$ cat config.mk
export PLATFORM = sky130hd
export DESIGN_NAME = pwm_edge_gen
export DESIGN_NICKNAME = d
export VERILOG_FILES = /design/src/rtl/pwm_pkg.sv /design/src/rtl/pwm_shadow.sv /design/src/rtl/pwm_mod_clamp.sv /design/src/rtl/pwm_chan.sv /design/src/rtl/pwm_edge_gen.sv
export SDC_FILE = /design/constraint.sdc
export NUM_CORES = 1
export LEC_CHECK = 0
export ABC_AREA = 1
export BUFFER_PORTS_ARGS = -buffer_cell sky130_fd_sc_hd__buf_2
export CORE_MARGIN = 3
export CORE_UTILIZATION = 40
export CTS_BUF_LIST = sky130_fd_sc_hd__clkbuf_8
export CTS_CLUSTER_DIAMETER = 40
export DETAILED_ROUTE_END_ITERATION = 8
export SETUP_SLACK_MARGIN = 0.5
export SLEW_MARGIN = 20
export SYNTH_ARGS = -nofsm -noshare
export SYNTH_HDL_FRONTEND = slang
export SYNTH_HIERARCHICAL = 1
export SYNTH_SLANG_ARGS = --single-unit
$ cat constraint.sdc
create_clock -name clk -period 7.85 [get_ports clk]
set_input_delay 0 -clock clk [delete_from_list [all_inputs] [get_ports clk]]
set_output_delay 0 -clock clk [all_outputs]
set_load 0.05 [all_outputs]
$ cat src/rtl/pwm_pkg.sv
package pwm_pkg;
    localparam int DEF_N_OUT = 6;
    localparam int DEF_CNT_W = 8;
    localparam int DEF_PCT_W = 7;

    typedef enum logic [1:0] {
        CL_MID  = 2'd0,
        CL_HI   = 2'd1,
        CL_LO   = 2'd2,
        CL_SKIP = 2'd3
    } clamp_e;
endpackage

$ cat src/rtl/pwm_shadow.sv
module pwm_shadow #(
    parameter int N_OUT = pwm_pkg::DEF_N_OUT,
    parameter int CNT_W = pwm_pkg::DEF_CNT_W,
    parameter int PCT_W = pwm_pkg::DEF_PCT_W
) (
    input  logic                        clk,
    input  logic                        rst,
    input  logic                        boundary,
    input  logic                        apply,
    input  logic [CNT_W-1:0]            per_set,
    input  logic [N_OUT-1:0][CNT_W-1:0] rise_set,
    input  logic [N_OUT-1:0][CNT_W-1:0] fall_set,
    input  logic [N_OUT-1:0]            mod_rise_en,
    input  logic [N_OUT-1:0]            mod_fall_en,
    input  logic                        fb_mode,
    input  logic                        skip_en,
    input  logic [PCT_W-1:0]            hi_pct,
    input  logic [PCT_W-1:0]            lo_pct,
    output logic [CNT_W-1:0]            per_act,
    output logic [N_OUT-1:0][CNT_W-1:0] rise_act,
    output logic [N_OUT-1:0][CNT_W-1:0] fall_act,
    output logic [N_OUT-1:0]            mre_act,
    output logic [N_OUT-1:0]            mfe_act,
    output logic                        fb_act,
    output logic                        skip_act,
    output logic [PCT_W-1:0]            hi_act,
    output logic [PCT_W-1:0]            lo_act
);
    typedef struct packed {
        logic [CNT_W-1:0]            per;
        logic [N_OUT-1:0][CNT_W-1:0] rise;
        logic [N_OUT-1:0][CNT_W-1:0] fall;
        logic [N_OUT-1:0]            mre;
        logic [N_OUT-1:0]            mfe;
        logic                        fb;
        logic                        skip;
        logic [PCT_W-1:0]            hi;
        logic [PCT_W-1:0]            lo;
    } bank_t;

    typedef struct packed {
        logic  pend;
        bank_t bank;
    } state_t;

    state_t st_d, st_q;

    always_comb begin
        st_d = st_q;
        if (boundary && (st_q.pend || apply)) begin
            st_d.pend      = 1'b0;
            st_d.bank.per  = per_set;
            st_d.bank.rise = rise_set;
            st_d.bank.fall = fall_set;
            st_d.bank.mre  = mod_rise_en;
            st_d.bank.mfe  = mod_fall_en;
            st_d.bank.fb   = fb_mode;
            st_d.bank.skip = skip_en;
            st_d.bank.hi   = hi_pct;
            st_d.bank.lo   = lo_pct;
        end else if (apply) begin
            st_d.pend = 1'b1;
        end
    end

    always_ff @(posedge clk) begin
        if (rst) st_q <= '0;
        else     st_q <= st_d;
    end

    assign per_act  = st_q.bank.per;
    assign rise_act = st_q.bank.rise;
    assign fall_act = st_q.bank.fall;
    assign mre_act  = st_q.bank.mre;
    assign mfe_act  = st_q.bank.mfe;
    assign fb_act   = st_q.bank.fb;
    assign skip_act = st_q.bank.skip;
    assign hi_act   = st_q.bank.hi;
    assign lo_act   = st_q.bank.lo;

    // the active bank moves only across a period boundary
    p_hold_off_boundary_r4: assert property (@(posedge clk) disable iff (rst)
        !boundary |=> $stable(st_q.bank));

    // a pending or same-cycle apply loads the pending period at the boundary
    p_load_at_boundary_r4: assert property (@(posedge clk) disable iff (rst)
        (boundary && (st_q.pend || apply)) |=> (per_act == $past(per_set)));
endmodule

$ cat src/rtl/pwm_mod_clamp.sv
module pwm_mod_clamp #(
    parameter int CNT_W = pwm_pkg::DEF_CNT_W,
    parameter int PCT_W = pwm_pkg::DEF_PCT_W
) (
    input  logic             clk,
    input  logic             rst,
    input  logic             boundary,
    input  logic [CNT_W-1:0] per,
    input  logic [PCT_W-1:0] hi_pct,
    input  logic [PCT_W-1:0] lo_pct,
    input  logic             skip_en,
    input  logic             fb,
    input  logic [CNT_W-1:0] mod_in,
    output logic [CNT_W-1:0] shift,
    output logic             skip,
    output logic             at_limit
);
    import pwm_pkg::*;

    localparam int PROD_W = CNT_W + PCT_W;

    typedef struct packed {
        logic [CNT_W-1:0] shift;
        clamp_e           mode;
        logic             at_lim;
    } state_t;

    state_t st_d, st_q;

    logic [PROD_W-1:0] hi_prod, lo_prod;
    logic [CNT_W-1:0]  hi_c, lo_c, eff;
    clamp_e            mode_c;

    always_comb begin
        hi_prod = PROD_W'(per) * PROD_W'(hi_pct);
        lo_prod = PROD_W'(per) * PROD_W'(lo_pct);
        hi_c    = CNT_W'(hi_prod >> PCT_W);
        lo_c    = CNT_W'(lo_prod >> PCT_W);

        if (mod_in > hi_c) begin
            eff    = hi_c;
            mode_c = CL_HI;
        end else if (mod_in < lo_c) begin
            eff    = lo_c;
            mode_c = skip_en ? CL_SKIP : CL_LO;
        end else begin
            eff    = mod_in;
            mode_c = CL_MID;
        end

        st_d = st_q;
        if (boundary) begin
            st_d.shift  = fb ? (eff >> 1) : eff;
            st_d.mode   = mode_c;
            st_d.at_lim = (mod_in >= hi_c) || (mod_in <= lo_c);
        end
    end

    always_ff @(posedge clk) begin
        if (rst) st_q <= '{shift: '0, mode: CL_MID, at_lim: 1'b0};
        else     st_q <= st_d;
    end

    assign shift    = st_q.shift;
    assign skip     = (st_q.mode == CL_SKIP);
    assign at_limit = st_q.at_lim;

    // an over-range request becomes exactly the high limit
    p_high_clamp_r6: assert property (@(posedge clk) disable iff (rst)
        (boundary && (mod_in > hi_c) && !fb) |=> (shift == $past(hi_c)));

    // a request at or beyond either limit raises the flag for the next period
    p_limit_flag_r10: assert property (@(posedge clk) disable iff (rst)
        (boundary && ((mod_in >= hi_c) || (mod_in <= lo_c))) |=> at_limit);

    // a skipped period is always also a limited one
    p_skip_implies_limit_r7: assert property (@(posedge clk) disable iff (rst)
        skip |-> at_limit);

    // outside a boundary the period's shift is held
    p_shift_held_r6: assert property (@(posedge clk) disable iff (rst)
        !boundary |=> $stable(shift));
endmodule

$ cat src/rtl/pwm_chan.sv
module pwm_chan #(
    parameter int CNT_W = pwm_pkg::DEF_CNT_W
) (
    input  logic             clk,
    input  logic             rst,
    input  logic [CNT_W-1:0] cnt,
    input  logic [CNT_W-1:0] per,
    input  logic [CNT_W-1:0] rise,
    input  logic [CNT_W-1:0] fall,
    input  logic             mod_rise,
    input  logic             mod_fall,
    input  logic [CNT_W-1:0] shift,
    input  logic             skip,
    input  logic             dis,
    output logic             pwm
);
    localparam int EW = CNT_W + 1;

    typedef struct packed {
        logic out;
    } state_t;

    state_t st_d, st_q;

    logic [EW-1:0] r_eff, f_eff, per_x, cnt_x;
    logic          rise_hit, fall_hit;

    always_comb begin
        per_x    = {1'b0, per};
        cnt_x    = {1'b0, cnt};
        r_eff    = {1'b0, rise} + (mod_rise ? {1'b0, shift} : '0);
        f_eff    = {1'b0, fall} + (mod_fall ? {1'b0, shift} : '0);
        rise_hit = (r_eff < per_x) && (r_eff == cnt_x);
        fall_hit = (f_eff < per_x) && (f_eff == cnt_x);

        st_d = st_q;
        if (dis || skip)   st_d.out = 1'b0;
        else if (fall_hit) st_d.out = 1'b0;
        else if (rise_hit) st_d.out = 1'b1;
    end

    always_ff @(posedge clk) begin
        if (rst) st_q <= '0;
        else     st_q <= st_d;
    end

    assign pwm = st_q.out;

    // disable forces the pin low on the following clock
    p_disable_low_r9: assert property (@(posedge clk) disable iff (rst)
        dis |=> !pwm);

    // a skipped period keeps the pin low
    p_skip_low_r7: assert property (@(posedge clk) disable iff (rst)
        skip |=> !pwm);

    // a falling-edge match always leaves the pin low
    p_fall_wins_r2: assert property (@(posedge clk) disable iff (rst)
        fall_hit |=> !pwm);

    // the pin can only rise where a rising edge lies inside the period
    p_rise_needs_hit_r3: assert property (@(posedge clk) disable iff (rst)
        (!pwm && !rise_hit) |=> !pwm);
endmodule

$ cat src/rtl/pwm_edge_gen.sv
module pwm_edge_gen #(
    parameter int N_OUT = pwm_pkg::DEF_N_OUT,
    parameter int CNT_W = pwm_pkg::DEF_CNT_W,
    parameter int PCT_W = pwm_pkg::DEF_PCT_W
) (
    input  logic                        clk,
    input  logic                        rst,
    input  logic [CNT_W-1:0]            per_set,
    input  logic [N_OUT-1:0][CNT_W-1:0] rise_set,
    input  logic [N_OUT-1:0][CNT_W-1:0] fall_set,
    input  logic [N_OUT-1:0]            mod_rise_en,
    input  logic [N_OUT-1:0]            mod_fall_en,
    input  logic                        fb_mode,
    input  logic                        skip_en,
    input  logic [PCT_W-1:0]            hi_pct,
    input  logic [PCT_W-1:0]            lo_pct,
    input  logic                        apply,
    input  logic [CNT_W-1:0]            mod_in,
    input  logic [N_OUT-1:0]            out_dis,
    output logic [N_OUT-1:0]            pwm_out,
    output logic                        at_limit
);
    typedef struct packed {
        logic [CNT_W-1:0] cnt;
    } state_t;

    state_t st_d, st_q;

    logic [CNT_W-1:0]            per_act;
    logic [N_OUT-1:0][CNT_W-1:0] rise_act, fall_act;
    logic [N_OUT-1:0]            mre_act, mfe_act;
    logic                        fb_act, skip_act;
    logic [PCT_W-1:0]            hi_act, lo_act;
    logic [CNT_W-1:0]            shift;
    logic                        skip;
    logic                        boundary;

    always_comb begin
        boundary = (per_act <= CNT_W'(1)) || (st_q.cnt == per_act - CNT_W'(1));
        st_d     = st_q;
        st_d.cnt = boundary ? '0 : st_q.cnt + CNT_W'(1);
    end

    always_ff @(posedge clk) begin
        if (rst) st_q <= '0;
        else     st_q <= st_d;
    end

    pwm_shadow #(.N_OUT(N_OUT), .CNT_W(CNT_W), .PCT_W(PCT_W)) u_shadow (
        .clk(clk), .rst(rst), .boundary(boundary), .apply(apply),
        .per_set(per_set), .rise_set(rise_set), .fall_set(fall_set),
        .mod_rise_en(mod_rise_en), .mod_fall_en(mod_fall_en),
        .fb_mode(fb_mode), .skip_en(skip_en), .hi_pct(hi_pct), .lo_pct(lo_pct),
        .per_act(per_act), .rise_act(rise_act), .fall_act(fall_act),
        .mre_act(mre_act), .mfe_act(mfe_act), .fb_act(fb_act),
        .skip_act(skip_act), .hi_act(hi_act), .lo_act(lo_act)
    );

    pwm_mod_clamp #(.CNT_W(CNT_W), .PCT_W(PCT_W)) u_clamp (
        .clk(clk), .rst(rst), .boundary(boundary), .per(per_act),
        .hi_pct(hi_act), .lo_pct(lo_act), .skip_en(skip_act), .fb(fb_act),
        .mod_in(mod_in), .shift(shift), .skip(skip), .at_limit(at_limit)
    );

    for (genvar i = 0; i < N_OUT; i++) begin : g_chan
        pwm_chan #(.CNT_W(CNT_W)) u_chan (
            .clk(clk), .rst(rst), .cnt(st_q.cnt), .per(per_act),
            .rise(rise_act[i]), .fall(fall_act[i]),
            .mod_rise(mre_act[i]), .mod_fall(mfe_act[i]),
            .shift(shift), .skip(skip), .dis(out_dis[i]), .pwm(pwm_out[i])
        );
    end

    // the count stays inside the active period
    p_count_range_r1: assert property (@(posedge clk) disable iff (rst)
        (per_act != '0) |-> (st_q.cnt < per_act));

    // the count restarts at zero after every boundary
    p_count_wrap_r1: assert property (@(posedge clk) disable iff (rst)
        boundary |=> (st_q.cnt == '0));
endmodule

==> results of run 1 <==
==> synth_stat cells, drive strengths merged, types with 5 or more instances <==
cell / instances
nor3: 11
dfxtp: 158
ha: 261
nand3b: 6
clkbuf: 45
inv: 798
nand2: 1229
nand3: 420
nor2: 425
xor2: 12
and2: 9
buf: 186
o21ai: 29
fa: 68
o21a: 5
nand4: 16
xnor2: 11
a21oi: 116
==> area by class of cell <==
type / count / area (um2)
fill: 5856 / 29800
multi-input combinational: 2633 / 14500
sequential: 158 / 3160
inverter: 800 / 3010
timing repair buffer: 334 / 2490
tap: 739 / 925
clock buffer: 17 / 234
clock inverter: 15 / 156
antenna: 2 / 5.00
==> power groups by stage <==
| stage | Clock (mW) | Sequential (mW) | Combinational, mW |
|---|---|---|---|
| floorplan | 0 | 1.19 | 3.09 |
| global placement | 0 | 1.32 | 3.69 |
| detailed placement | 0 | 1.32 | 3.72 |
| CTS | 0.685 | 1.30 | 3.80 |
| global route | 0.706 | 1.34 | 4.41 |
| finish | 0.655 | 1.30 | 3.80 |
==> kinds of logic (layout without fill, tap and decap cells) <==
logic type,after synthesis,after routing
xor+xnor,26,26
buf+inv,1031,1166
compound gates,157,157
fa+ha+maj,329,329
other cells,0,2
simple gates,2121,2121
flops,158,158
==> layer usage <==
metal | GRT usage, % | routed length [um] | vias to the layer above | part of all wire [%]
met5 | 0 | 0 | - | 0
met3 | 3.53 | 3280 | 81 | 4.9
met4 | 8.09 | 1920 | 0 | 2.9
met1 | 30.5 | 31200 | 9808 | 47
met2 | 39.3 | 30200 | 460 | 45
li1 | - | - | 11700 | -
==> critical path: cells and delay by family, from the launching register on <==
kind                       cells  cell delay [ns]
AOI/OAI and AO/OA              3             0.47
adders and majority gates      6             2.54
buffers and inverters          7             1.20
DFF                            1             0.76
and+or+nand+nor               14             1.40
==> sequential cells by signal, indices dropped and copies added, names as in the netlist, 6 cells and up <==
register           cells
u_shadow/fall_act     48
u_shadow/rise_act     48
st_q                   8
u_clamp/shift          8
u_shadow/per_act       8
u_shadow/hi_act        7
u_shadow/lo_act        7
g_chan.u_chan/pwm      6
u_shadow/mfe_act       6
u_shadow/mre_act       6
==> worst max-delay path by stage <==
| stage | endpoint | slack (ns) | depth (start not counted) | start |
|---|---|---|---|---|
| floorplan | u_clamp/shift[4] | 2.67 | 34 | u_shadow/per_act[2] |
| global placement | u_clamp/shift[5] | 2.16 | 31 | u_shadow/per_act[5] |
| detailed placement | u_clamp/shift[6] | 2.05 | 29 | u_shadow/per_act[4] |
| CTS | u_clamp/shift[2] | 1.51 | 30 | u_shadow/per_act[4] |
| global route | u_clamp/shift[2] | 0.96 | 31 | u_shadow/per_act[4] |
| finish | u_clamp/shift[2] | 1.40 | 30 | u_shadow/per_act[4] |
==> metrics by stage <==
stage / power (mW) / std cells
final: 5.76 / 4698
after global routing: 6.45 / 4698
after CTS: 5.79 / 4696
after detailed placement: 5.04 / 4516
after global placement: 5.01 / 4516
after floorplan: 4.28 / 3822
==> what timing repair did <==
| item | CTS | global route |
|---|---|---|
| setup endpoints to repair | 0 | 0 |
| hold endpoints to repair | 146 | 0 |
| hold buffers | 148 | 0 |
==> results.sh, run 1 <==
export IMPL_run_status="finished, final reports clean"
export IMPL_dpl_cell_area_um2=22600
export IMPL_cpPeakStageDelay_ns=0.76
export IMPL_yosysUniqueCellTypes=40
export IMPL_leakage_nw=15.3
export IMPL_yosys_warnings=6
export IMPL_drtPass1Iterations=7
export IMPL_synth_avg_cell_area_um2=5.80
export IMPL_synthFlopType="dfxtp_1"
export IMPL_period_minus_slack_ns=6.45
export IMPL_dp_hpwl_um=49800
export IMPL_path_max_fanout=13
export IMPL_cts_buffers=17
export IMPL_power_switching_mw=3.12
export IMPL_finalInstanceArea_um2=24500
export IMPL_r2r_start="u_shadow/per_act[4]"
export IMPL_min_delay_worst_endpoint="u_clamp/shift[7]"
export IMPL_synth_compound_area_share_pct=3.91
export IMPL_drt_total_wl_um=66600
export IMPL_intPower_mw=2.63
export IMPL_vias=22000
export IMPL_die_area_um2=58300
export IMPL_end_kind="flip-flop"
export IMPL_fin_nets=4422
export IMPL_grt_pass1_wl_um=106000
export IMPL_dp_slack_ns=2.05
export IMPL_synth_top_family_by_area="simple AND/OR/NAND/NOR gates"
export IMPL_grt_start_max_net_pins=82
export IMPL_grt_ovfl_total=0
export IMPL_cts_clk_slew_worst_paths_ns=0.10
export IMPL_critPathLaunchType="flip-flop"
export IMPL_holdWs_ns=0.0833
export IMPL_die_w_um=241
export IMPL_grt_pass1_vias=20800
export IMPL_synthXorXnorAreaFrac_pct=1.21
export IMPL_gp_congestion=0.906
export IMPL_synth_area_um2=22200
export IMPL_ys_seq_area_share_pct=14.3
export IMPL_num_rows=85
export IMPL_async_flop_share_pct=0
export IMPL_drc=0
export IMPL_reg2reg_depth=30
export IMPL_r2r_end="u_clamp/shift[2]"
export IMPL_synth_largest_area_cell="nand2_1"
export IMPL_cpMaxStageDelayCell="dfxtp_1"
export IMPL_r2r_slack_ns=1.40
export IMPL_swShare_pct=54.2
export IMPL_layout_common_cells="nand2_1 (1195), inv_1 (798), nor2_1 (417)"
export IMPL_first_iter_violations=1317
export IMPL_final_setup_viol_count=0
export IMPL_cap_viol_max_count=0
export IMPL_area_growth_pct=10.7
export IMPL_synth_edf_count=0
export IMPL_hp_class="in -> reg"
export IMPL_cts_resized=0
export IMPL_htreeDepth=4
export IMPL_slew_viol_final=0
export IMPL_fin_ws_ns=1.40
export IMPL_synth_fp_nets=4300
export IMPL_die_y_um=241
export IMPL_wl_per_cell_um=14.2
export IMPL_clkPwrFrac_pct=11.4
export IMPL_clk_latency_ns=0.57
export IMPL_core_um2=54300
export IMPL_finish_utilization_pct=45.1
export IMPL_routed_via_density=4.68
export IMPL_grt_total_usage_pct=23.4
export IMPL_io_pins=156
export IMPL_synthSimpleGateAreaFrac_pct=39.6
export IMPL_clkSinkCount=158
export IMPL_cpMostUsedCell="nand2_1"
export IMPL_crit_arrival_ns=6.92
export IMPL_synth_fa_ha_area_share_pct=20.9
export IMPL_hold_start="mod_in[7]"
export IMPL_skew_ns=0.0240
export IMPL_worstSetupPathType="reg -> reg"
export IMPL_start_util_pct=40.8
export IMPL_min_path_cells=7
export IMPL_clockBufferDepth=2
export IMPL_grt_setup_unrepaired="false"
export IMPL_slew_headroom_pct=19.3
export IMPL_antenna_found_initial=2
export IMPL_final_common_cell="nand2_1"
export IMPL_ys_top_cells_by_area="nand2_1 (20%), ha_1 (15%), dfxtp_1 (14%)"
export IMPL_ys_seq_elements=158
export IMPL_final_hold_viol_count=0
export IMPL_fmax_mhz=155
export IMPL_cts_setup_buffers=0
export IMPL_powerDensity_nw_per_um2=235
export IMPL_worst_pin_slew_ns=1.21
export IMPL_antenna_left=0
export IMPL_vdd_drop_max_uv=340
export IMPL_tns_ns=0
export IMPL_drive_gt1_share_pct=7.20
export IMPL_cts_root_buf="clkbuf_8"
export IMPL_pwr_share_seq_pct=22.7
export IMPL_synth_top_area_share_pct=20.3
export IMPL_yosys_mux_area_fraction_pct=0
export IMPL_portBuffers=155
export IMPL_cts_tree="done"
export IMPL_layout_worst_path_cycle_share_pct=82.2
export IMPL_required_ns=8.31
export IMPL_syn_instance_count=3822
export IMPL_comb_power_share_pct=66.0
(Power assumes the default switching activity.)
==> inputs of run 2 (changes only) <==
clock period = 5.85 ns   (was 7.85 ns; I/O delays follow)
==> results.sh, run 2 (synthesis results as in run 1) <==
export IMPL_r2r_slack_ns=0.65
export IMPL_first_iter_violations=1251
export IMPL_cts_clk_slew_worst_paths_ns=0.10
export IMPL_gp_congestion=0.909
export IMPL_grt_total_usage_pct=23.5
export IMPL_crit_arrival_ns=5.71
export IMPL_tns_ns=0
export IMPL_vdd_drop_max_uv=549
export IMPL_required_ns=6.36
export IMPL_grt_setup_unrepaired="true"
export IMPL_final_hold_viol_count=0
export IMPL_start_util_pct=40.8
export IMPL_worstSetupPathType="reg -> reg"
export IMPL_worst_pin_slew_ns=1.16
export IMPL_cpMostUsedCell="nand2_1"
export IMPL_routed_via_density=4.67
export IMPL_portBuffers=155
export IMPL_wl_per_cell_um=14.4
export IMPL_grt_start_max_net_pins=109
export IMPL_r2r_start="u_shadow/per_act[3]"
export IMPL_placed_cells=4525
export IMPL_critPathLaunchType="flip-flop"
export IMPL_fin_nets=4458
export IMPL_cts_buffers=17
export IMPL_startpoint="u_shadow/per_act[3]"
export IMPL_slew_viol_final=0
export IMPL_drt_total_wl_um=68000
export IMPL_seq_area_um2=3200
export IMPL_path_depth=34
export IMPL_die_w_um=241
export IMPL_grt_pass1_wl_um=107000
export IMPL_layout_common_cells="nand2_1 (1162), inv_1 (789), nor2_1 (413)"
export IMPL_slew_headroom_pct=22.4
export IMPL_critPathBufInv=9
export IMPL_final_setup_viol_count=0
export IMPL_hp_class="in -> reg"
export IMPL_fmax_mhz=192
export IMPL_final_instance_count_excl_fill=4733
export IMPL_multi_input_area_um2=14900
export IMPL_crit_family="adder cells"
export IMPL_cpMaxStageDelayCell="fa_1"
export IMPL_nFillCells=5848
export IMPL_grt_ovfl_total=0
export IMPL_clockBufferDepth=2
export IMPL_end_kind="flip-flop"
export IMPL_antenna_left=0
export IMPL_dp_hpwl_um=49900
export IMPL_clk_latency_ns=0.57
export IMPL_reg2reg_depth=34
export IMPL_powerDensity_nw_per_um2=313
export IMPL_drc=0
export IMPL_area_growth_pct=14.2
export IMPL_drive_gt1_share_pct=10.7
export IMPL_drtPass1Iterations=5
export IMPL_cpPeakStageDelay_ns=0.54
export IMPL_period_minus_slack_ns=5.20
export IMPL_layout_worst_path_cycle_share_pct=88.9
export IMPL_io_pins=156
export IMPL_cap_viol_max_count=0
export IMPL_core_um2=54300
export IMPL_leakage_nw=15.6
export IMPL_grt_pass1_vias=20700
export IMPL_run_status="finished, final reports clean"
export IMPL_final_common_cell="nand2_1"
export IMPL_htreeDepth=4
export IMPL_die_area_um2=58300
export IMPL_vias=22100
export IMPL_skew_ns=0.0192
export IMPL_r2r_end="u_clamp/shift[2]"
export IMPL_crit_path_end="u_clamp/shift[2]"
export IMPL_die_y_um=241
export IMPL_cts_root_buf="clkbuf_8"
export IMPL_path_max_fanout=6
export IMPL_num_rows=85
export IMPL_clkSinkCount=158
export IMPL_cts_tree="done"
export IMPL_antenna_found_initial=4
run 2: cell count changes in the layout (fill, tap and decap cells not counted), sizes merged:
cell	before	now
diode	2	1
inv	810	807
dlygate4sd3	148	145
clkinvlp	0	4
buf	186	223
clkbuf	17	19
bufinv	1	2
clkinv	4	2
run 2: metrics by stage:
| stage | power [mW] | setup slack, ns | hold slack [ns] | cell area [um2] | utilization (%) |
|---|---|---|---|---|---|
| 2_1_floorplan | 5.74 | 0.673 | 0.0691 | 22200 | - |
| 3_3_place_gp | 6.76 | 0.321 | 0.277 | 22700 | 41.8 |
| 3_5_place_dp | 6.80 | 0.293 | 0.278 | 22700 | 41.8 |
| 4_1_cts | 7.79 | 0.502 | 0.0145 | 24600 | 45.3 |
| 5_1_grt | 8.84 | 0.340 | 0.0466 | 25300 | 46.6 |
| 6_report | 7.92 | 0.650 | 0.0672 | 25300 | 46.6 |
run 2: layer usage:
metal  share of wire (%)  track usage, %  up-vias
met5               0.024               0        -
li1                    -               -    11700
met3                 4.4            3.09       89
met1                  47            30.8     9853
met4                 2.5            7.64        4
met2                  46            39.9      437
run 2: timing repair:
item                                    in CTS  in global routing
hold endpoints to repair                   145                  0
endpoints found under the setup margin       9                 11
cloned                                       0                  2
hold buffers                               145                  0
gates resized for setup                     12                137
buffers inserted                             0                 28
pin swaps                                    0                 57
run 2: power breakdown:
part / leakage [nW] / internal (mW) / switching (mW) / total, mW
Sequential: 1.31 / 1.38 / 0.316 / 1.70
Combinational: 14.0 / 1.95 / 3.41 / 5.36
Clock: 0.196 / 0.377 / 0.484 / 0.860
run 2: worst min-delay path by stage:
stage                            start               endpoint  slack, ns  depth (start not counted)
after floorplan                    rst       u_clamp/shift[2]       0.07                          1
final                     rise_set[21]  u_shadow/rise_act[21]       0.07                          5
after detailed placement    out_dis[2]   g_chan[2].u_chan/pwm       0.28                          4
after CTS                 rise_set[21]  u_shadow/rise_act[21]       0.01                          5
after global routing      rise_set[21]  u_shadow/rise_act[21]       0.05                          5
after global placement      out_dis[2]   g_chan[2].u_chan/pwm       0.28                          4
run 2: layout make-up:
class | instances | share of cell area (%)
multi-input cells | 2633 | 58.9
flip-flops and latches | 158 | 12.7
inverters | 800 | 11.9
repair buffers | 370 | 11.4
well taps | 739 | 3.65
clock buffers | 17 | 0.924
clock inverters | 15 | 0.583
diodes | 1 | 0.00989
run 2: worst min-delay path, delay by kind of cell:
kind / cells / cell delay, ns
buf+inv: 2 / 0.11
simple gates: 3 / 0.48
